==> config.mk <==
export PLATFORM = sky130hd
export DESIGN_NAME = pulse_pipe
export DESIGN_NICKNAME = d
export VERILOG_FILES = /design/src/rtl/pulse_pipe.sv
export SDC_FILE = /design/constraint.sdc
export NUM_CORES = 1
export LEC_CHECK = 0
export BUFFER_PORTS_ARGS = -buffer_cell sky130_fd_sc_hd__buf_4
export CORE_MARGIN = 3
export CORE_UTILIZATION = 50
export DETAILED_ROUTE_END_ITERATION = 8
export GPL_TIMING_DRIVEN = 0
export PLACE_DENSITY = 0.74
export SYNTH_ARGS = -nofsm -noshare
export SYNTH_HDL_FRONTEND = slang
export SYNTH_SLANG_ARGS = --single-unit
export TNS_END_PERCENT = 1
==> constraint.sdc <==
create_clock -name clk -period 1.39 [get_ports clk]
set_input_delay 0.0695 -clock clk [delete_from_list [all_inputs] [get_ports clk]]
set_output_delay 0.0695 -clock clk [all_outputs]
set_load 0.05 [all_outputs]
==> src/rtl/pulse_pipe.sv <==
module pulse_pipe #(
  parameter int STAGES = 6
) (
  input  logic              clk,
  input  logic              rst,
  input  logic              tick_en,
  input  logic              in_t,
  input  logic              in_f,
  input  logic [STAGES-1:0] inv_sel,
  output logic [3:0]        phase,
  output logic              out_t,
  output logic              out_f,
  output logic              enc_err
);
  localparam int LAST = STAGES - 1;

  logic [1:0] tick_q;
  logic [1:0] tick_nx;
  logic [STAGES-1:0] rail_t, rail_f;

  assign tick_nx = tick_q + 2'd1;

  always_ff @(posedge clk) begin
    if (rst)          tick_q <= 2'd0;
    else if (tick_en) tick_q <= tick_nx;
  end

  for (genvar i = 0; i < 4; i++) begin : g_phase
    localparam logic [1:0] PI = 2'(i);
    localparam logic [1:0] PN = 2'((i + 1) % 4);
    assign phase[i] = (tick_q == PI) || (tick_q == PN);
  end

  for (genvar k = 0; k < STAGES; k++) begin : g_stage
    localparam logic [1:0] RISE = 2'(k % 4);
    localparam logic [1:0] FALL = 2'((k + 2) % 4);
    logic up_t, up_f, st_t, st_f, cap, drop;

    if (k == 0) begin : g_head
      assign up_t = in_t;
      assign up_f = in_f;
    end else begin : g_body
      assign up_t = rail_t[k-1];
      assign up_f = rail_f[k-1];
    end

    assign cap  = tick_en && (tick_nx == RISE);
    assign drop = tick_en && (tick_nx == FALL);

    always_ff @(posedge clk) begin
      if (rst) begin
        st_t <= 1'b0;
        st_f <= 1'b0;
      end else if (cap) begin
        st_t <= inv_sel[k] ? up_f : up_t;
        st_f <= inv_sel[k] ? up_t : up_f;
      end else if (drop) begin
        st_t <= 1'b0;
        st_f <= 1'b0;
      end
    end

    assign rail_t[k] = st_t;
    assign rail_f[k] = st_f;
  end

  assign out_t   = rail_t[LAST];
  assign out_f   = rail_f[LAST];
  assign enc_err = |(rail_t & rail_f);
endmodule

==> results.py, run 1 <==
metrics = {
    "run_status": {
        "outcome": "complete, but fails checks",
        "violations": "setup timing",
    },
    "logic_synthesis": {
        "ys_seq_area_share_pct": 32.7,
        "yosysWarnings": 0,
        "avgSynthCellArea_sq_um": 11.4,
        "ys_types": 18,
        "synth-seq-cells": 14,
        "syn-cell-area_sq_um": 856,
        "synth_nets": 94,
        "synthCells": 75,
    },
    "final_layout": {
        "nNetsFinal": 121,
        "n_fill_cell": 122,
        "final_cells": 116,
        "area_growth_pct": 34.9,
        "drive_gt1_share_pct": 44.0,
        "diodes": 0,
    },
    "critical_path": {
        "path_class": "reg2out",
        "arrival_ns": 1.46,
        "crit_buf_inv": 3,
        "critical_path_required_ns": 1.32,
        "slowest_delay_ns": 0.37,
        "cpLargestDelayFamily": "buffers and inverters",
        "worstPathMaxFanout": 4,
        "worst_setup_path_end_kind": "primary output",
        "crit_slowest_cell": "dfxtp_4",
        "cpMostUsedCell": "buf_8",
        "crit_chain": "buf_8 -> clkinvlp_4 -> ha_4 -> or2_4 -> buf_8",
        "startpoint_type": "register",
    },
    "timing": {
        "setup_viol": 6,
        "rsz0062_at_grt": "yes",
        "period_share_pct": 110,
        "maxSlewViolCount": 0,
        "maxSlewHeadroom_pct": 79.2,
        "hold_viol": 0,
        "skew_ns": 0.0118,
        "fin_crit_ns": 1.53,
        "fmax_ghz": 0.654,
        "setup_slack_ns": -0.140,
        "worst_pin_slew_ns": 0.313,
    },
    "cts": {
        "cts_tree": "built",
        "hold_buffers": 0,
        "cts_root_buf": "clkbuf_4",
        "clkLatencyLatePin_ns": 0.28,
        "cts.htree.levels": 1,
        "cts_buffers": 3,
        "path_clk_slew_ns": 0.07,
        "clock-sinks": 14,
        "clockBufferDepth": 2,
    },
    "floorplan": {
        "die-area_sq_um": 2240,
        "io_pins": 18,
        "die_w_um": 47.4,
        "std_cell_rows": 14,
        "dieHeight_um": 47.4,
        "start_util_pct": 54.9,
        "core_sq_um": 1560,
    },
    "placement": {
        "placed_cells": 107,
        "dp_slack_ns": -0.0707,
        "dp.final_hpwl_um": 1250,
        "place.gp.congestion": 0.709,
        "port_buffers": 16,
    },
    "global_route": {
        "antenna_found_initial": 0,
        "grt_pass1_vias": 626,
        "track_usage_pct": 17.8,
        "grt_max_degree": 11,
        "overflow": 0,
        "grt_pass1_wl_um": 2770,
    },
    "pwr": {
        "max-vdd-ir-drop_v": 0.000694,
        "p_leak_nw": 0.489,
        "power-per-cell-area_nw_per_um2": 860,
    },
    "route": {
        "routed_wl_um": 1750,
        "drtIter0Drc": 19,
        "vias": 647,
        "wl_per_cell_um": 15.1,
        "drc": 0,
        "first_pass_iters": 4,
        "vias_per_cell": 5.58,
        "ant_nets": 0,
    },
    "worst_hold_path": {
        "hold_path.class": "in2reg",
    },
    "job": {
        "drv_cap": 0,
    },
}
[cell families (layout without fill, tap and decap cells)]
kind of cell	Yosys count	in the layout	share of synthesized area, %
DFF	14	14	32.7
AOI/OAI and AO/OA	16	16	15.9
and+or+nand+nor	10	10	14.6
adders and majority gates	8	8	11.7
muxes	13	13	15.2
xor gates and xnor gates	1	1	1.02
buffers and inverters	13	38	8.77
[worst min-delay path, stage by stage]
cell and delay [ns]:
buf_4 0.08, mux2i_1 0.05, o2bb2ai_1 0.10
[routing by layer]
metal / vias up / global-route usage, % / share of wire, %
met3: 2 / 5.75 / 3.8
met5: - / 0 / 0
met4: 0 / 3.31 / 0.57
met2: 13 / 28.6 / 50
met1: 307 / 23.5 / 45
li1: 325 / - / -
[state kept, by name, summed over array words and instances, names as in the netlist]
register      flops
g_stage.st_t      5
out_t             1
g_stage.st_f      5
out_f             1
tick_q            2
[power by group]
part           switching, mW  internal, mW  total, mW
Clock                  0.128         0.100      0.229
Sequential           0.00875         0.407      0.416
Combinational          0.178         0.170      0.348
[final cells by class]
| class | instances | area [sq um] | area share (%) |
|---|---|---|---|
| sequential | 14 | 288 | 24.9 |
| buffer | 4 | 48.8 | 4.23 |
| clock buffer | 3 | 22.5 | 1.95 |
| inverter | 9 | 41.3 | 3.58 |
| tap | 16 | 20.0 | 1.73 |
| timing repair buffer | 22 | 191 | 16.6 |
| multi-input combinational | 48 | 543 | 47.0 |
[worst paths after layout]
kind	from	endpoint	slack (ns)	cells after the start
min reg2reg	out_f$_SDFFE_PP0P_	out_f$_SDFFE_PP0P_	0.50	2
max	tick_q[0]$_SDFFE_PP0P_	phase[2]	-0.14	5
max reg2reg	tick_q[0]$_SDFFE_PP0P_	g_stage[3].st_t$_SDFFE_PP0P_	-0.06	7
min	in_t	g_stage[0].st_t$_SDFFE_PP0P_	0.07	3
[per-stage QoR]
step	hold slack, ns	power [mW]	utilization (%)	setup TNS (ns)	area [sq um]
after floorplan	0.245	0.607	-	0	856
after global placement	0.359	0.676	63.9	-0.132	996
after detailed placement	0.355	0.680	63.9	-0.170	996
after CTS	0.0681	0.983	72.2	-0.422	1130
after global routing	0.0847	1.04	74.1	-0.960	1150
final	0.0685	0.993	74.1	-0.581	1150
[cells in the mapped netlist]
cell / count / area (sq um)
xnor2_1: 1 / 8.76
a21oi_2: 1 / 8.76
nand4b_4: 2 / 47.6
nand4bb_1: 1 / 11.3
nor2b_4: 1 / 13.8
nand4bb_4: 1 / 27.5
or2_2: 2 / 12.5
o32ai_1: 6 / 52.6
dfxtp_1: 14 / 280
buf_4: 1 / 7.51
ha_1: 8 / 100
nand3_1: 1 / 5.00
buf_6: 3 / 33.8
inv_1: 9 / 33.8
mux2i_1: 13 / 130
nor2_1: 2 / 7.51
a22oi_1: 3 / 22.5
o2bb2ai_1: 6 / 52.6
[placed cells by master, fill, tap and decap left out, types with 3 or more instances in the layout]
cell and n:
o2bb2ai_1 6, o32ai_1 6, mux2i_1 13, buf_8 4, inv_1 6, buf_6 4
a22oi_1 3, clkbuf_4 3, dfxtp_1 12, buf_4 18, ha_4 3, ha_1 5
[repair_timing]
| action | CTS | global route |
|---|---|---|
| resized for setup | 21 | 2 |
| hold endpoints to repair | 0 | 0 |
| pin swaps | 4 | 1 |
| buffers inserted | 3 | 3 |
| setup endpoints to repair | 4 | 6 |
Power figures use the tool's default switching activity.
==> inputs of run 2 (changes only) <==
Settings changed: CORE_MARGIN 3 to default, GPL_TIMING_DRIVEN 0 to default.
==> results.py, run 2 (synthesis results as in run 1) <==
metrics = {
    "floorplan": {
        "std_cell_rows": 14,
        "start_util_pct": 54.9,
        "io_pins": 18,
        "die_w_um": 43.4,
        "core_sq_um": 1560,
        "die-area_sq_um": 1880,
        "dieHeight_um": 43.4,
    },
    "final_layout": {
        "final_util_pct": 67.3,
        "layout_commonest_cell": "buf_4",
        "nNetsFinal": 114,
        "layout_common_cells": "buf_4 (16), mux2i_1 (13), dfxtp_1 (12), inv_1 (7), ha_1 (7)",
        "drive_gt1_share_pct": 37.2,
        "top_regs": "g_stage.st_f: 5 flops, g_stage.st_t: 5 flops, tick_q: 2 flops",
        "diodes": 0,
        "area_growth_pct": 22.7,
    },
    "cts": {
        "clkLatencyLatePin_ns": 0.27,
        "path_clk_slew_ns": 0.08,
        "clock-sinks": 14,
        "cts_buffers": 3,
        "cts.htree.levels": 1,
        "cts_root_buf": "clkbuf_4",
        "cts_tree": "built",
        "clockBufferDepth": 2,
    },
    "pwr": {
        "power-per-cell-area_nw_per_um2": 933,
        "power.total_uw": 979,
        "max-vdd-ir-drop_v": 0.000574,
        "p_leak_nw": 0.456,
    },
    "global_route": {
        "grt_pass1_wl_um": 2710,
        "grt_pass1_vias": 638,
        "grt_max_degree": 14,
        "track_usage_pct": 19.5,
        "overflow": 0,
        "antenna_found_initial": 0,
    },
    "critical_path": {
        "worstPathMaxFanout": 4,
        "critical_path_required_ns": 1.32,
        "startpoint_type": "register",
        "slowest_delay_ns": 0.37,
        "r2r_setup_slack_ns": 0.18,
        "path_class": "reg2out",
        "arrival_ns": 1.29,
        "worst_setup_path_end_kind": "primary output",
        "cp-startpoint": "tick_q[0]$_SDFFE_PP0P_",
        "rr_startpoint": "tick_q[0]$_SDFFE_PP0P_",
        "crit_chain": "inv_2 -> ha_1 -> or2_4 -> buf_8",
        "timing.rr.end": "g_stage[0].st_t$_SDFFE_PP0P_",
        "r2r_cells": 4,
        "crit_path_end": "phase[2]",
        "crit_slowest_cell": "dfxtp_4",
    },
    "worst_hold_path": {
        "hold_path.class": "in2reg",
    },
    "timing": {
        "worst_pin_slew_ns": 0.334,
        "fmax_ghz": 0.734,
        "maxSlewViolCount": 0,
        "maxSlewHeadroom_pct": 77.8,
        "period_share_pct": 98.0,
        "fin_crit_ns": 1.36,
        "rsz0062_at_grt": "yes",
        "setup_slack_ns": 0.0284,
        "hold_viol": 0,
        "whs_ns": 0.0487,
        "setup_viol": 0,
        "skew_ns": 0.00365,
    },
    "placement": {
        "dp.final_hpwl_um": 1140,
        "dp_slack_ns": 0.0854,
        "place.gp.congestion": 0.762,
        "port_buffers": 17,
    },
    "route": {
        "vias": 610,
        "first_pass_iters": 6,
        "wl_met3_um": 43,
        "met1Wirelength_um": 713,
        "ant_nets": 0,
        "drtIter0Drc": 7,
        "drc": 2,
        "routed_wl_um": 1530,
        "vias_per_cell": 5.55,
        "wl_per_cell_um": 13.9,
        "wl_met2_um": 758,
        "highest_layer": "met4",
    },
    "run_status": {
        "outcome": "complete, but fails checks",
        "violations": "DRC",
    },
    "job": {
        "drv_cap": 0,
    },
}
==> run 2: cell types whose count changed in the layout (fill, tap and decap cells not counted), sizes merged <==
| cell | delta |
|---|---|
| inv | +2 |
| clkinvlp | -2 |
| clkbuf | +1 |
| buf | -7 |
==> run 2: layout make-up <==
| cell class | instances | area [sq um] |
|---|---|---|
| sequential | 14 | 288 |
| fill | 134 | 509 |
| multi-input combinational | 48 | 508 |
| inverter | 9 | 36.3 |
| tap | 16 | 20.0 |
| clock buffer | 4 | 36.3 |
| timing repair buffer | 19 | 161 |
==> run 2: layer usage <==
layer  up-vias  track usage (%)
li1        313                -
met2         7             32.4
met3         2             2.50
met5         -                0
met1       288             24.2
met4         0             11.3
==> run 2: stage by stage <==
step / instances / instance area [sq um] / setup TNS (ns)
final: 110 / 1050 / 0
after global routing: 110 / 1050 / -0.0635
after CTS: 110 / 1040 / -0.00197
after detailed placement: 105 / 970 / 0
after global placement: 105 / 970 / 0
after floorplan: 75 / 856 / 0
==> run 2: repair_timing <==
| item | 4_1_cts | 5_1_grt |
|---|---|---|
| setup buffers | 1 | 0 |
| endpoints found under the hold margin | 0 | 0 |
| setup endpoints to repair | 4 | 3 |
| pin swaps | 0 | 0 |
| hold buffers | 0 | 0 |
| gates resized for setup | 11 | 4 |
==> run 2: power by group <==
part | switching, mW | total (mW) | internal, mW
logic | 0.154 | 0.273 | 0.119
clock network | 0.129 | 0.288 | 0.159
registers | 0.0102 | 0.417 | 0.407
total | 0.294 | 0.979 | 0.685
==> run 2: how the worst min path moves through the flow <==
stage | from | end | slack [ns] | depth (start not counted)
2_1_floorplan | in_f | g_stage[0].st_f$_SDFFE_PP0P_ | 0.24 | 2
3_3_place_gp | rst | tick_q[0]$_SDFFE_PP0P_ | 0.35 | 2
3_5_place_dp | rst | tick_q[0]$_SDFFE_PP0P_ | 0.35 | 2
4_1_cts | rst | tick_q[0]$_SDFFE_PP0P_ | 0.04 | 2
5_1_grt | rst | tick_q[0]$_SDFFE_PP0P_ | 0.05 | 2
6_report | rst | tick_q[0]$_SDFFE_PP0P_ | 0.05 | 2
==> run 2: worst max-delay path, delay by kind of cell (launching register included) <==
family | cells | cell delay [ns]
flip-flops | 1 | 0.37
AND/OR/NAND/NOR | 1 | 0.24
buffers and inverters | 2 | 0.21
adder cells (fa/ha/maj) | 1 | 0.20
